[config.mk]
export PLATFORM = sky130hd
export DESIGN_NAME = cipher_ctrl_regfile
export DESIGN_NICKNAME = d
export VERILOG_FILES = /design/src/rtl/ccr_pkg.sv /design/src/rtl/ccr_area_decode.sv /design/src/rtl/ccr_param_regs.sv /design/src/rtl/ccr_read_path.sv /design/src/rtl/cipher_ctrl_regfile.sv
export SDC_FILE = /design/constraint.sdc
export NUM_CORES = 1
export LEC_CHECK = 0
export CAP_MARGIN = 10
export CORE_AREA = 2 2 300 302
export CTS_CLUSTER_DIAMETER = 200
export DETAILED_ROUTE_END_ITERATION = 16
export DIE_AREA = 0 0 302 304
export REMOVE_ABC_BUFFERS = 1
export SYNTH_ARGS = -nofsm -noshare
export SYNTH_HDL_FRONTEND = slang
export SYNTH_SLANG_ARGS = --single-unit
[constraint.sdc]
create_clock -name clk -period 2.35 [get_ports clk]
set_clock_uncertainty 0.1 [all_clocks]
set_input_delay 0.47 -clock clk [delete_from_list [all_inputs] [get_ports clk]]
set_output_delay 0.47 -clock clk [all_outputs]
set_load 0.01 [all_outputs]
[src/rtl/ccr_pkg.sv]
package ccr_pkg;
   typedef enum logic [1:0] {
      AREA_REG = 2'd0,
      AREA_IN  = 2'd1,
      AREA_OUT = 2'd2
   } area_e;

   localparam int unsigned WSEL_W = 9;
   localparam int unsigned AREA_W = 5;

   localparam logic [AREA_W-1:0] SEL_IN  = 5'b00100;
   localparam logic [AREA_W-1:0] SEL_OUT = 5'b01000;

   localparam logic [WSEL_W-1:0] W_IN_BASE  = 9'd0;
   localparam logic [WSEL_W-1:0] W_OUT_BASE = 9'd1;
   localparam logic [WSEL_W-1:0] W_AAD      = 9'd2;
   localparam logic [WSEL_W-1:0] W_DLEN     = 9'd3;
   localparam logic [WSEL_W-1:0] W_DEC      = 9'd4;
   localparam logic [WSEL_W-1:0] W_BYP      = 9'd5;
   localparam logic [WSEL_W-1:0] W_KSIZE    = 9'd6;
   localparam logic [WSEL_W-1:0] W_KLOAD    = 9'd7;
   localparam logic [WSEL_W-1:0] W_KEY0     = 9'd8;
   localparam logic [WSEL_W-1:0] W_IV0      = 9'd16;
   localparam logic [WSEL_W-1:0] W_TAG0     = 9'd20;
   localparam logic [WSEL_W-1:0] W_VER      = 9'd24;
endpackage

[src/rtl/ccr_area_decode.sv]
module ccr_area_decode
   import ccr_pkg::*;
#(
   parameter int unsigned ADDR_W = 16
) (
   input  logic [ADDR_W-1:0] addr,
   output area_e             area,
   output logic [WSEL_W-1:0] word
);
   localparam int unsigned HI_LSB = ADDR_W - AREA_W;

   logic [AREA_W-1:0] hi;

   assign hi   = addr[ADDR_W-1:HI_LSB];
   assign word = addr[WSEL_W+1:2];

   always_comb begin
      unique case (hi)
         SEL_IN:  area = AREA_IN;
         SEL_OUT: area = AREA_OUT;
         default: area = AREA_REG;
      endcase
   end
endmodule

[src/rtl/ccr_param_regs.sv]
module ccr_param_regs
   import ccr_pkg::*;
#(
   parameter int unsigned DATA_W    = 32,
   parameter int unsigned BASE_W    = 7,
   parameter int unsigned LEN_W     = 16,
   parameter int unsigned KEY_WORDS = 8,
   parameter int unsigned IV_WORDS  = 3,
   parameter int unsigned TAG_WORDS = 4
) (
   input  logic                          clk,
   input  logic                          rst_n,
   input  logic                          wr_en,
   input  area_e                         area,
   input  logic [WSEL_W-1:0]             word,
   input  logic [DATA_W-1:0]             wr_data,
   input  logic                          tag_valid,
   input  logic [TAG_WORDS*DATA_W-1:0]   tag_in,
   output logic [BASE_W-1:0]             in_base,
   output logic [BASE_W-1:0]             out_base,
   output logic [LEN_W-1:0]              aad_len,
   output logic [LEN_W-1:0]              data_len,
   output logic                          dec_en,
   output logic                          byp_en,
   output logic                          key_size,
   output logic [KEY_WORDS*DATA_W-1:0]   key_flat,
   output logic [IV_WORDS*DATA_W-1:0]    iv_flat,
   output logic [TAG_WORDS*DATA_W-1:0]   tag_flat,
   output logic                          start,
   output logic                          key_load
);
   logic wr_reg;
   assign wr_reg = wr_en && (area == AREA_REG);

   always_ff @(posedge clk) begin
      if (!rst_n) begin
         in_base  <= '0;
         out_base <= '0;
         aad_len  <= '0;
         data_len <= '0;
         dec_en   <= 1'b0;
         byp_en   <= 1'b0;
         key_size <= 1'b0;
         start    <= 1'b0;
         key_load <= 1'b0;
      end else begin
         start    <= 1'b0;
         key_load <= 1'b0;
         if (wr_reg) begin
            case (word)
               W_IN_BASE:  in_base  <= wr_data[BASE_W+3:4];
               W_OUT_BASE: out_base <= wr_data[BASE_W+3:4];
               W_AAD:      aad_len  <= wr_data[LEN_W-1:0];
               W_DLEN: begin
                  data_len <= wr_data[LEN_W-1:0];
                  start    <= 1'b1;
               end
               W_DEC:      dec_en   <= wr_data[0];
               W_BYP:      byp_en   <= wr_data[0];
               W_KSIZE:    key_size <= wr_data[0];
               W_KLOAD:    key_load <= 1'b1;
               default: ;
            endcase
         end
      end
   end

   // one storage word per key slot
   for (genvar k = 0; k < KEY_WORDS; k++) begin : g_key
      always_ff @(posedge clk) begin
         if (!rst_n)
            key_flat[k*DATA_W +: DATA_W] <= '0;
         else if (wr_reg && (word == W_KEY0 + WSEL_W'(k)))
            key_flat[k*DATA_W +: DATA_W] <= wr_data;
      end
   end

   for (genvar v = 0; v < IV_WORDS; v++) begin : g_iv
      always_ff @(posedge clk) begin
         if (!rst_n)
            iv_flat[v*DATA_W +: DATA_W] <= '0;
         else if (wr_reg && (word == W_IV0 + WSEL_W'(v)))
            iv_flat[v*DATA_W +: DATA_W] <= wr_data;
      end
   end

   for (genvar t = 0; t < TAG_WORDS; t++) begin : g_tag
      always_ff @(posedge clk) begin
         if (!rst_n)
            tag_flat[t*DATA_W +: DATA_W] <= '0;
         else if (tag_valid)
            tag_flat[t*DATA_W +: DATA_W] <= tag_in[t*DATA_W +: DATA_W];
      end
   end

   // each strobe is one cycle wide unless the write repeats
   p_start_once_r6: assert property (@(posedge clk) disable iff (!rst_n)
      start |=> (!start || $past(wr_reg)));
   p_kload_once_r8: assert property (@(posedge clk) disable iff (!rst_n)
      key_load |=> (!key_load || $past(wr_reg)));
endmodule

[src/rtl/ccr_read_path.sv]
module ccr_read_path
   import ccr_pkg::*;
#(
   parameter int unsigned DATA_W    = 32,
   parameter int unsigned BASE_W    = 7,
   parameter int unsigned LEN_W     = 16,
   parameter int unsigned KEY_WORDS = 8,
   parameter int unsigned IV_WORDS  = 3,
   parameter int unsigned TAG_WORDS = 4,
   parameter logic [31:0] VERSION   = 32'h0002_0100
) (
   input  logic                          clk,
   input  logic                          rst_n,
   input  logic                          rd_req,
   input  area_e                         area,
   input  logic [WSEL_W-1:0]             word,
   input  logic [BASE_W-1:0]             in_base,
   input  logic [BASE_W-1:0]             out_base,
   input  logic [LEN_W-1:0]              aad_len,
   input  logic                          dec_en,
   input  logic                          byp_en,
   input  logic                          key_size,
   input  logic [KEY_WORDS*DATA_W-1:0]   key_flat,
   input  logic [IV_WORDS*DATA_W-1:0]    iv_flat,
   input  logic [TAG_WORDS*DATA_W-1:0]   tag_flat,
   input  logic                          busy,
   input  logic                          key_busy,
   input  logic [DATA_W-1:0]             in_rdata,
   input  logic [DATA_W-1:0]             out_rdata,
   output logic                          rd_valid,
   output logic [DATA_W-1:0]             rd_data
);
   logic              req_q;
   area_e             area_q;
   logic [WSEL_W-1:0] word_q;
   logic [DATA_W-1:0] reg_val;
   logic [DATA_W-1:0] area_val;

   // stage 1: capture the request and its decoded address
   always_ff @(posedge clk) begin
      if (!rst_n) begin
         req_q  <= 1'b0;
         area_q <= AREA_REG;
         word_q <= '0;
      end else begin
         req_q <= rd_req;
         if (rd_req) begin
            area_q <= area;
            word_q <= word;
         end
      end
   end

   // level one: word select inside the register area
   always_comb begin
      reg_val = '0;
      case (word_q)
         W_IN_BASE:  reg_val[BASE_W+3:4] = in_base;
         W_OUT_BASE: reg_val[BASE_W+3:4] = out_base;
         W_AAD:      reg_val[LEN_W-1:0]  = aad_len;
         W_DLEN:     reg_val[1:0]        = {key_busy, busy};
         W_DEC:      reg_val[0]          = dec_en;
         W_BYP:      reg_val[0]          = byp_en;
         W_KSIZE:    reg_val[0]          = key_size;
         W_VER:      reg_val             = VERSION;
         default: begin
            for (int k = 0; k < KEY_WORDS; k++)
               if (word_q == W_KEY0 + WSEL_W'(k)) reg_val = key_flat[k*DATA_W +: DATA_W];
            for (int v = 0; v < IV_WORDS; v++)
               if (word_q == W_IV0 + WSEL_W'(v)) reg_val = iv_flat[v*DATA_W +: DATA_W];
            for (int t = 0; t < TAG_WORDS; t++)
               if (word_q == W_TAG0 + WSEL_W'(t)) reg_val = tag_flat[t*DATA_W +: DATA_W];
         end
      endcase
   end

   // level two: area select
   always_comb begin
      unique case (area_q)
         AREA_IN:  area_val = in_rdata;
         AREA_OUT: area_val = out_rdata;
         default:  area_val = reg_val;
      endcase
   end

   // stage 2: valid strobe with data
   always_ff @(posedge clk) begin
      if (!rst_n) begin
         rd_valid <= 1'b0;
         rd_data  <= '0;
      end else begin
         rd_valid <= req_q;
         if (req_q) rd_data <= area_val;
      end
   end

   p_valid_after_req_r4: assert property (@(posedge clk) disable iff (!rst_n)
      $rose(rd_valid) |-> $past(rd_req, 2));
endmodule

[src/rtl/cipher_ctrl_regfile.sv]
module cipher_ctrl_regfile
   import ccr_pkg::*;
#(
   parameter int unsigned ADDR_W    = 16,
   parameter int unsigned DATA_W    = 32,
   parameter int unsigned BASE_W    = 7,
   parameter int unsigned LEN_W     = 16,
   parameter int unsigned KEY_WORDS = 8,
   parameter int unsigned IV_WORDS  = 3,
   parameter int unsigned TAG_WORDS = 4,
   parameter logic [31:0] VERSION   = 32'h0002_0100
) (
   input  logic                        clk,
   input  logic                        rst_n,
   input  logic                        reg_wr_en,
   input  logic [ADDR_W-1:0]           reg_addr,
   input  logic [DATA_W-1:0]           reg_wr_data,
   input  logic [DATA_W/8-1:0]         reg_wr_be,
   input  logic                        reg_rd_req,
   output logic                        reg_rd_valid,
   output logic [DATA_W-1:0]           reg_rd_data,
   output logic [WSEL_W-1:0]           in_mem_addr,
   output logic [DATA_W/8-1:0]         in_mem_we,
   output logic [DATA_W-1:0]           in_mem_wdata,
   input  logic [DATA_W-1:0]           in_mem_rdata,
   output logic [WSEL_W-1:0]           out_mem_addr,
   output logic [DATA_W/8-1:0]         out_mem_we,
   output logic [DATA_W-1:0]           out_mem_wdata,
   input  logic [DATA_W-1:0]           out_mem_rdata,
   output logic [BASE_W-1:0]           in_base_addr,
   output logic [BASE_W-1:0]           out_base_addr,
   output logic [LEN_W-1:0]            aad_len,
   output logic [LEN_W-1:0]            data_len,
   output logic                        decrypt_en,
   output logic                        bypass_en,
   output logic                        key_size,
   output logic [KEY_WORDS*DATA_W-1:0] key_out,
   output logic [IV_WORDS*DATA_W-1:0]  iv_out,
   output logic                        start,
   output logic                        key_load,
   input  logic                        busy,
   input  logic                        key_busy,
   input  logic                        tag_valid,
   input  logic [TAG_WORDS*DATA_W-1:0] tag_in
);
   localparam int unsigned BE_W = DATA_W / 8;

   if (ADDR_W != WSEL_W + AREA_W + 2) begin : g_bad_addr
      $error("ADDR_W must equal word-select width plus area width plus 2");
   end
   if (DATA_W != 32) begin : g_bad_data
      $error("DATA_W must be 32");
   end
   if (BASE_W + 4 > DATA_W || LEN_W > DATA_W) begin : g_bad_field
      $error("field does not fit in a data word");
   end
   if (KEY_WORDS > 8 || IV_WORDS > 4 || TAG_WORDS > 4) begin : g_bad_count
      $error("word count exceeds its register window");
   end

   area_e             area;
   logic [WSEL_W-1:0] word;
   logic [TAG_WORDS*DATA_W-1:0] tag_flat;

   ccr_area_decode #(.ADDR_W(ADDR_W)) i_dec (
      .addr (reg_addr),
      .area (area),
      .word (word)
   );

   assign in_mem_addr   = word;
   assign out_mem_addr  = word;
   assign in_mem_wdata  = reg_wr_data;
   assign out_mem_wdata = reg_wr_data;
   assign in_mem_we     = (reg_wr_en && area == AREA_IN)  ? reg_wr_be : '0;
   assign out_mem_we    = (reg_wr_en && area == AREA_OUT) ? reg_wr_be : '0;

   ccr_param_regs #(
      .DATA_W(DATA_W), .BASE_W(BASE_W), .LEN_W(LEN_W),
      .KEY_WORDS(KEY_WORDS), .IV_WORDS(IV_WORDS), .TAG_WORDS(TAG_WORDS)
   ) i_regs (
      .clk(clk), .rst_n(rst_n), .wr_en(reg_wr_en), .area(area), .word(word),
      .wr_data(reg_wr_data), .tag_valid(tag_valid), .tag_in(tag_in),
      .in_base(in_base_addr), .out_base(out_base_addr), .aad_len(aad_len),
      .data_len(data_len), .dec_en(decrypt_en), .byp_en(bypass_en),
      .key_size(key_size), .key_flat(key_out), .iv_flat(iv_out),
      .tag_flat(tag_flat), .start(start), .key_load(key_load)
   );

   ccr_read_path #(
      .DATA_W(DATA_W), .BASE_W(BASE_W), .LEN_W(LEN_W),
      .KEY_WORDS(KEY_WORDS), .IV_WORDS(IV_WORDS), .TAG_WORDS(TAG_WORDS),
      .VERSION(VERSION)
   ) i_rd (
      .clk(clk), .rst_n(rst_n), .rd_req(reg_rd_req), .area(area), .word(word),
      .in_base(in_base_addr), .out_base(out_base_addr), .aad_len(aad_len),
      .dec_en(decrypt_en), .byp_en(bypass_en), .key_size(key_size),
      .key_flat(key_out), .iv_flat(iv_out), .tag_flat(tag_flat),
      .busy(busy), .key_busy(key_busy),
      .in_rdata(in_mem_rdata), .out_rdata(out_mem_rdata),
      .rd_valid(reg_rd_valid), .rd_data(reg_rd_data)
   );

   // never both memories in one write, and only when a write is presented
   p_mem_excl_r3: assert property (@(posedge clk) disable iff (!rst_n)
      !((|in_mem_we) && (|out_mem_we)));
   p_mem_we_src_r3: assert property (@(posedge clk) disable iff (!rst_n)
      ((|in_mem_we) || (|out_mem_we)) |-> reg_wr_en);
   // pulses follow a bus write
   p_start_src_r6: assert property (@(posedge clk) disable iff (!rst_n)
      start |-> $past(reg_wr_en));
   p_kload_src_r8: assert property (@(posedge clk) disable iff (!rst_n)
      key_load |-> $past(reg_wr_en));
   // a valid strobe needs a request two cycles back
   p_valid_src_r4: assert property (@(posedge clk) disable iff (!rst_n)
      reg_rd_valid |-> $past(reg_rd_req, 2));
   // a register-area write leaves both memories untouched
   p_reg_area_r1: assert property (@(posedge clk) disable iff (!rst_n)
      (reg_wr_en && reg_addr[ADDR_W-1:ADDR_W-AREA_W] != SEL_IN
                 && reg_addr[ADDR_W-1:ADDR_W-AREA_W] != SEL_OUT)
      |-> (in_mem_we == '0 && out_mem_we == '0));
endmodule

## After elaboration in Yosys (flattened, before gate mapping)

Cells that the tools add are included.

| storage, ports and cells | value |
|---|---|
| input port bits | 251 |
| register bits after elaboration | 576 |

| cells by class | value |
|---|---|
| reduce and logical (&&, ||, !) cells | 30 |
| multiplexer cells | 27 |
| eq/ne operators | 46 |

Operators by type and width:

| kind | number |
|---|---|
| 2-to-1 mux 32 bit | 15 |
| equality test 9 x 4 -> 1 bit, second input constant | 16 |
| equality test 9 x 5 -> 1 bit, second input constant | 11 |
| one-hot mux 32 bit (2 select lines) | 1 |
| equality test 9 x 3 -> 1 bit, second input constant | 7 |
| equality test 9 x 2 -> 1 bit, second input constant | 4 |
| one-hot mux 7 bit (5 select lines) | 1 |
| one-hot mux 16 bit (2 select lines) | 1 |
| equality test 9 x 1 -> 1 bit, second input constant | 2 |
| logical NOT 9 bit | 2 |
| AND reduction 2 bit | 8 |
| logical AND 1 bit | 14 |
| OR reduction 7 bit | 2 |
| one-hot mux 5 bit (2 select lines) | 1 |
| 2-to-1 mux 4 bit | 2 |
| one-hot mux 2 bit (2 select lines) | 2 |
| one-hot mux 1 bit (6 select lines) | 1 |
| OR reduction 6 bit | 1 |
| equality test 5 x 3 -> 1 bit, second input constant | 1 |
| equality test 5 x 4 -> 1 bit, second input constant | 1 |
| equality test 2 x 1 -> 1 bit, second input constant | 2 |
| equality test 2 bit, second input constant | 2 |
| OR reduction 4 bit | 1 |
| one-hot mux 1 bit (3 select lines) | 1 |
| 3 further kinds | 4 |

## Longest topological paths before layout

Gate-level depths: netlist (run 1).

| depth | value |
|---|---|
| depth in word-level cells | 18 |
| depth in mapped cells | 10 |

## Cells and area by module

A second synthesis (run 1) with hierarchy kept.

| unflattened totals | value |
|---|---|
| cell total of the unflattened synthesis | 2906 |
| area, all modules | 27321.2 um2 |

Modules (own cells, without submodules):

| module | area each (um2) | times used | cells an instance |
|---|---|---|---|
| ccr_param_regs | 19291.0 | 1 | 1809 |
| ccr_read_path | 7298.2 | 1 | 1004 |
| cipher_ctrl_regfile | 628.1 | 1 | 81 |
| ccr_area_decode | 103.8 | 1 | 12 |

## Worst setup path after synthesis (run 1)

Ideal clock, no wire load.

| path | value |
|---|---|
| kind | input -> register |
| start | input port reg_addr[7] |
| end | register i_regs.key_flat[225] |
| stages on the path | 8 |
| arrival time | 2.295 ns |
| path slack | -0.161 ns |
| required time | 2.134 ns |
| path through | or4b_4 > a211oi_4 > and4b_1 > buf_2 > nand3_2 > buf_2 > mux2i_1 > nor2b_1 |

| between the ends | value |
|---|---|
| longest elaborated chain between the ends | 2 |

Ends and longest elaborated chain:

| item | RTL line | RTL |
|---|---|---|
| from (decl) | cipher_ctrl_regfile.sv:16 | `input logic [ADDR_W-1:0] reg_addr,` |
| equality test 9 x 4 -> 1 bit | ccr_param_regs.sv:73 | `else if (wr_reg && (word == W_KEY0 + WSEL_W'(k)))` |
| logical AND 1 bit | ccr_param_regs.sv:73 |  |
| to (signal, indexed assignment) | ccr_param_regs.sv:74 | `key_flat[k*DATA_W +: DATA_W] <= wr_data;` |
| to (decl) | ccr_param_regs.sv:26 | `output logic [KEY_WORDS*DATA_W-1:0] key_flat,` |

No other way between the ends.
A chain may end at the register's enable or synchronous reset.

## Final worst setup path (run 1)

| path | value |
|---|---|
| start | register i_rd.word_q[8] |
| end | register i_rd.rd_data[19] |

| between the ends | value |
|---|---|
| longest elaborated chain between the ends | 18 |
| elaborated cells on any way between the ends | 41 |
| classes of those cells | eq/ne: 22; mux: 17; reduce/logical: 2 |

Ends and longest elaborated chain:

| item | RTL line | RTL |
|---|---|---|
| from (decl) | ccr_read_path.sv:35 | `logic [WSEL_W-1:0] word_q;` |
| from (signal assigned) | ccr_read_path.sv:49 | `word_q <= word;` |
| equality test 9 x 4 -> 1 bit | ccr_read_path.sv:68 | `if (word_q == W_KEY0 + WSEL_W'(k)) reg_val = key_flat[k*DATA_W +: DATA_W];` |
| 2-to-1 mux 32 bit (8 in series) | ccr_read_path.sv:68 |  |
| 2-to-1 mux 32 bit (3 in series) | ccr_read_path.sv:70 | `if (word_q == W_IV0 + WSEL_W'(v)) reg_val = iv_flat[v*DATA_W +: DATA_W];` |
| 2-to-1 mux 32 bit (4 in series) | ccr_read_path.sv:72 | `if (word_q == W_TAG0 + WSEL_W'(t)) reg_val = tag_flat[t*DATA_W +: DATA_W];` |
| one-hot mux 16 bit (2 select lines) (*) | ccr_read_path.sv:57 | `case (word_q)` |
| one-hot mux 32 bit (2 select lines) (*) | ccr_read_path.sv:79 | `unique case (area_q)` |
| to (signal assigned) | ccr_read_path.sv:93 | `if (req_q) rd_data <= area_val;` |
| to (decl) | ccr_read_path.sv:31 | `output logic [DATA_W-1:0] rd_data` |

Every way passes the cells marked *; elsewhere a longest branch is shown, timed or not.

==> qor.yml, run 1 <==
setup_path:
  cpMostUsedCell: "buf_12"
  start_kind: "flip-flop"
  end_kind: "flip-flop"
  critical_path.max_stage_delay_ps: 560
  r2r_cells: 9
  crit_family: "simple AND/OR/NAND/NOR gates"
  cp_cell_sequence: "or4_4 -> buf_12 -> nor3_4 -> buf_8 -> buf_12 -> nand2_4 -> a211oi_4 -> buf_6 -> o21ai_1"
  cp_data_required_time_ps: 2730
  rr_endpoint: "i_rd.rd_data[19]$_SDFFE_PN0P_"
  slowest_stage: "or4_4"
  criticalPathCategory: "flip-flop to flip-flop"
  cp.buffers_inverters: 4
  path_depth: 9
  rrSetupSlack_ps: -30
  cp_data_arrival_time_ps: 2760
  crit_fanout: 7
  r2r-start: "i_rd.word_q[8]$_SDFFE_PN0P_"
route:
  drtIter0Drc: 2680
  first_pass_iters: 5
  wl_um: 146000
  drt-wirelength-per-cell_um: 28.0
  vias_per_cell: 5.33
  drc: 0
  via_count: 27800
  ant_nets: 0
placed_design:
  numPortBuffers: 774
  place_ws_ps: -813
  dpl_cell_area_um2: 38200
  place_hpwl_um: 109000
  place.gp.congestion: 0.917
clocking:
  clk_pin_slew_ps: 60
  cts-root-buf: "clkbuf_16"
  tritoncts: "done"
  cts_max_level: 3
  max-clock-path-buffers: 3
  cts_hold_buf: 0
  cts_made_buffers: 71
  cts_sinks: 576
  clk_latency_ps: 620
floorplan:
  core_region_area_um2: 89000
  io_pins: 777
  die_h_um: 304
  floorplan.initialDensity_pct: 30.4
  dieArea_um2: 91800
  fp.dieW_um: 302
  rows: 110
sta:
  slew_headroom_pct: 48.8
  hold_violations: 0
  drv_slew: 0
  fmax_mhz: 420
  post-route-period-util_pct: 101
  finalSetupViolations: 7
  fin_crit_ps: 2380
  whs_ps: 229
  worst_slew_pin_slew_ps: 767
  setup_ws_ps: -29.4
  rsz0062_at_grt: "true"
finish:
  fillCellCount: 8641
  final_area_um2: 41400
  final_layout_size_suffix_gt1_share_pct: 17.0
  syn2layout_area_growth_pct: 53.1
  multi_input_area_um2: 14300
  final_cell_mix: "clkdlybuf4s50_1, dfxtp_1, nand2_1"
  final_util_pct: 46.5
  ff_latch_area_um2: 11500
  nets: 4243
  final_common_cell: "clkdlybuf4s50_1"
global_route:
  grt_pass1_wl_um: 201000
  first_global_vias: 26500
  grt_max_degree: 108
  grt.overflow.total: 0
  antenna_found_initial: 5
  track_usage_pct: 30.4
power:
  p_sw_share_pct: 25.6
  p_int_mw: 18.0
  irDropWorstVdd_mv: 0.444
  power_density_nw_per_um2: 584
  p_seq_share_pct: 41.5
  p_leak_nw: 15.1
  p_sw_mw: 6.20
  clockPowerShare_pct: 46.2
  power_frac_comb_pct: 12.3
  power_mw: 24.2
yosys:
  avgSynthCellArea_um2: 8.66
  syn_inst: 3125
  async_flop_share_pct: 0
  syn-cell-area_um2: 27100
  synth_edf_count: 0
  ys.warnings.count: 0
  synth_cell_types: 73
  synth-seq-area-share_pct: 42.6
  synth-main-ff-cell: "dfxtp_1"
  yosys_register_bits: 576
run_status:
  violations: "negative setup slack"
  status: "complete, but fails checks"
min_path:
  min-delay-start: "reg_addr[7]"
  min_to: "i_rd.word_q[5]$_SDFFE_PN0P_"
  hp-class: "primary input to flip-flop"
  hold_path_depth: 4
run:
  max_cap_violations: 0
flip-flops by register name, indices dropped and copies added (netlist names), 9 cells and up:
register / flops
i_regs.data_len: 16
i_regs.tag_flat: 128
i_rd.word_q: 9
i_regs.key_flat: 256
i_rd.rd_data: 32
i_regs.iv_flat: 96
i_regs.aad_len: 16
Yosys cell counts, drive strengths merged, types with 9 or more instances:
library cell / instances / area, µm²
a211oi: 19 / 155
a21boi: 194 / 1460
a21oi: 82 / 410
a221o: 10 / 100
a221oi: 25 / 219
a22o: 11 / 96.3
a22oi: 35 / 263
a31oi: 19 / 119
and2: 17 / 106
and3: 13 / 81.3
buf: 155 / 973
clkbuf: 225 / 845
dfxtp: 576 / 11500
inv: 10 / 37.5
mux2: 20 / 225
mux2i: 255 / 2550
mux4: 24 / 541
nand2: 468 / 1760
nand2b: 14 / 87.6
nand3: 232 / 1170
nor2: 53 / 201
nor2b: 225 / 1410
nor3: 20 / 105
o211ai: 15 / 113
o21ai: 249 / 1250
o221ai: 9 / 78.8
o22ai: 27 / 169
o2bb2ai: 15 / 131
o31ai: 10 / 75.1
kinds of logic after synthesis:
family / count (synthesis) / share of synthesized area, %
compound gates: 781 / 19.1
xor+xnor: 1 / 0.0324
fa+ha+maj: 2 / 0.0924
buf+inv: 392 / 6.88
flops: 576 / 42.6
mux: 299 / 12.3
simple gates: 1074 / 19.0
power groups by stage:
stage / clock [mW] / combinational [mW] / sequential [mW]
2_1_floorplan: 0 / 0.761 / 10.3
6_report: 11.2 / 2.98 / 10.0
3_5_place_dp: 0 / 2.82 / 10.3
5_1_grt: 11.7 / 3.12 / 10.1
3_3_place_gp: 0 / 2.81 / 10.3
4_1_cts: 11.3 / 2.93 / 10.0
per-layer routing:
metal	track usage (%)	share of wire [%]
met5	0	0.0075
met4	9.77	3.3
met3	6.91	8.1
met2	48.7	46
met1	40.3	43
per-stage QoR:
step,instances,TNS (ps)
after global placement,5066,-258000
after global routing,5219,-975
after detailed placement,5066,-271930
final,5220,-108
after floorplan,2745,-557300
after CTS,5212,-546
what timing repair did:
item | in CTS | in global routing
pin swaps | 28 | 30
gates cloned | 1 | 5
buffers inserted | 21 | 4
setup endpoints to repair | 259 | 262
resized for setup | 129 | 88
layout make-up:
cell class	count	share of cell area, %
sequential	576	27.9
inverter	12	0.109
timing repair buffer	1172	28.4
multi-input combinational	2157	34.5
clock buffer	104	5.10
antenna	2	0.0121
clock inverter	21	0.561
tap	1176	3.55
worst max-delay path by stage:
stage | startpoint | to | slack [ps]
finish | i_rd.word_q[8]$_SDFFE_PN0P_ | i_rd.rd_data[19]$_SDFFE_PN0P_ | -30
global route | i_rd.word_q[8]$_SDFFE_PN0P_ | i_rd.rd_data[23]$_SDFFE_PN0P_ | -90
CTS | i_rd.word_q[7]$_SDFFE_PN0P_ | i_rd.rd_data[28]$_SDFFE_PN0P_ | -100
detailed placement | reg_addr[8] | i_regs.iv_flat[44]$_SDFFE_PN0P_ | -810
global placement | reg_addr[8] | i_regs.iv_flat[38]$_SDFFE_PN0P_ | -790
floorplan | i_rd.word_q[0]$_SDFFE_PN0P_ | i_rd.rd_data[3]$_SDFFE_PN0P_ | -3930
tightest hold or removal path: cells and delay by family:
family | cells | cell delay [ps]
muxes | 1 | 70
and+or+nand+nor | 1 | 90
buffers and inverters | 2 | 260
Note: power is estimated with default switching activity, not from simulation.
==> run 2, diff against run 1 <==
--- a/config.mk
+++ b/config.mk
@@ -11,6 +11,7 @@
 export DETAILED_ROUTE_END_ITERATION = 16
 export DIE_AREA = 0 0 302 304
 export REMOVE_ABC_BUFFERS = 1
+export SLEW_MARGIN = 40
 export SYNTH_ARGS = -nofsm -noshare
 export SYNTH_HDL_FRONTEND = slang
 export SYNTH_SLANG_ARGS = --single-unit
==> results of run 2 <==
Final layout, timing and power as in run 1 (identical DEF).
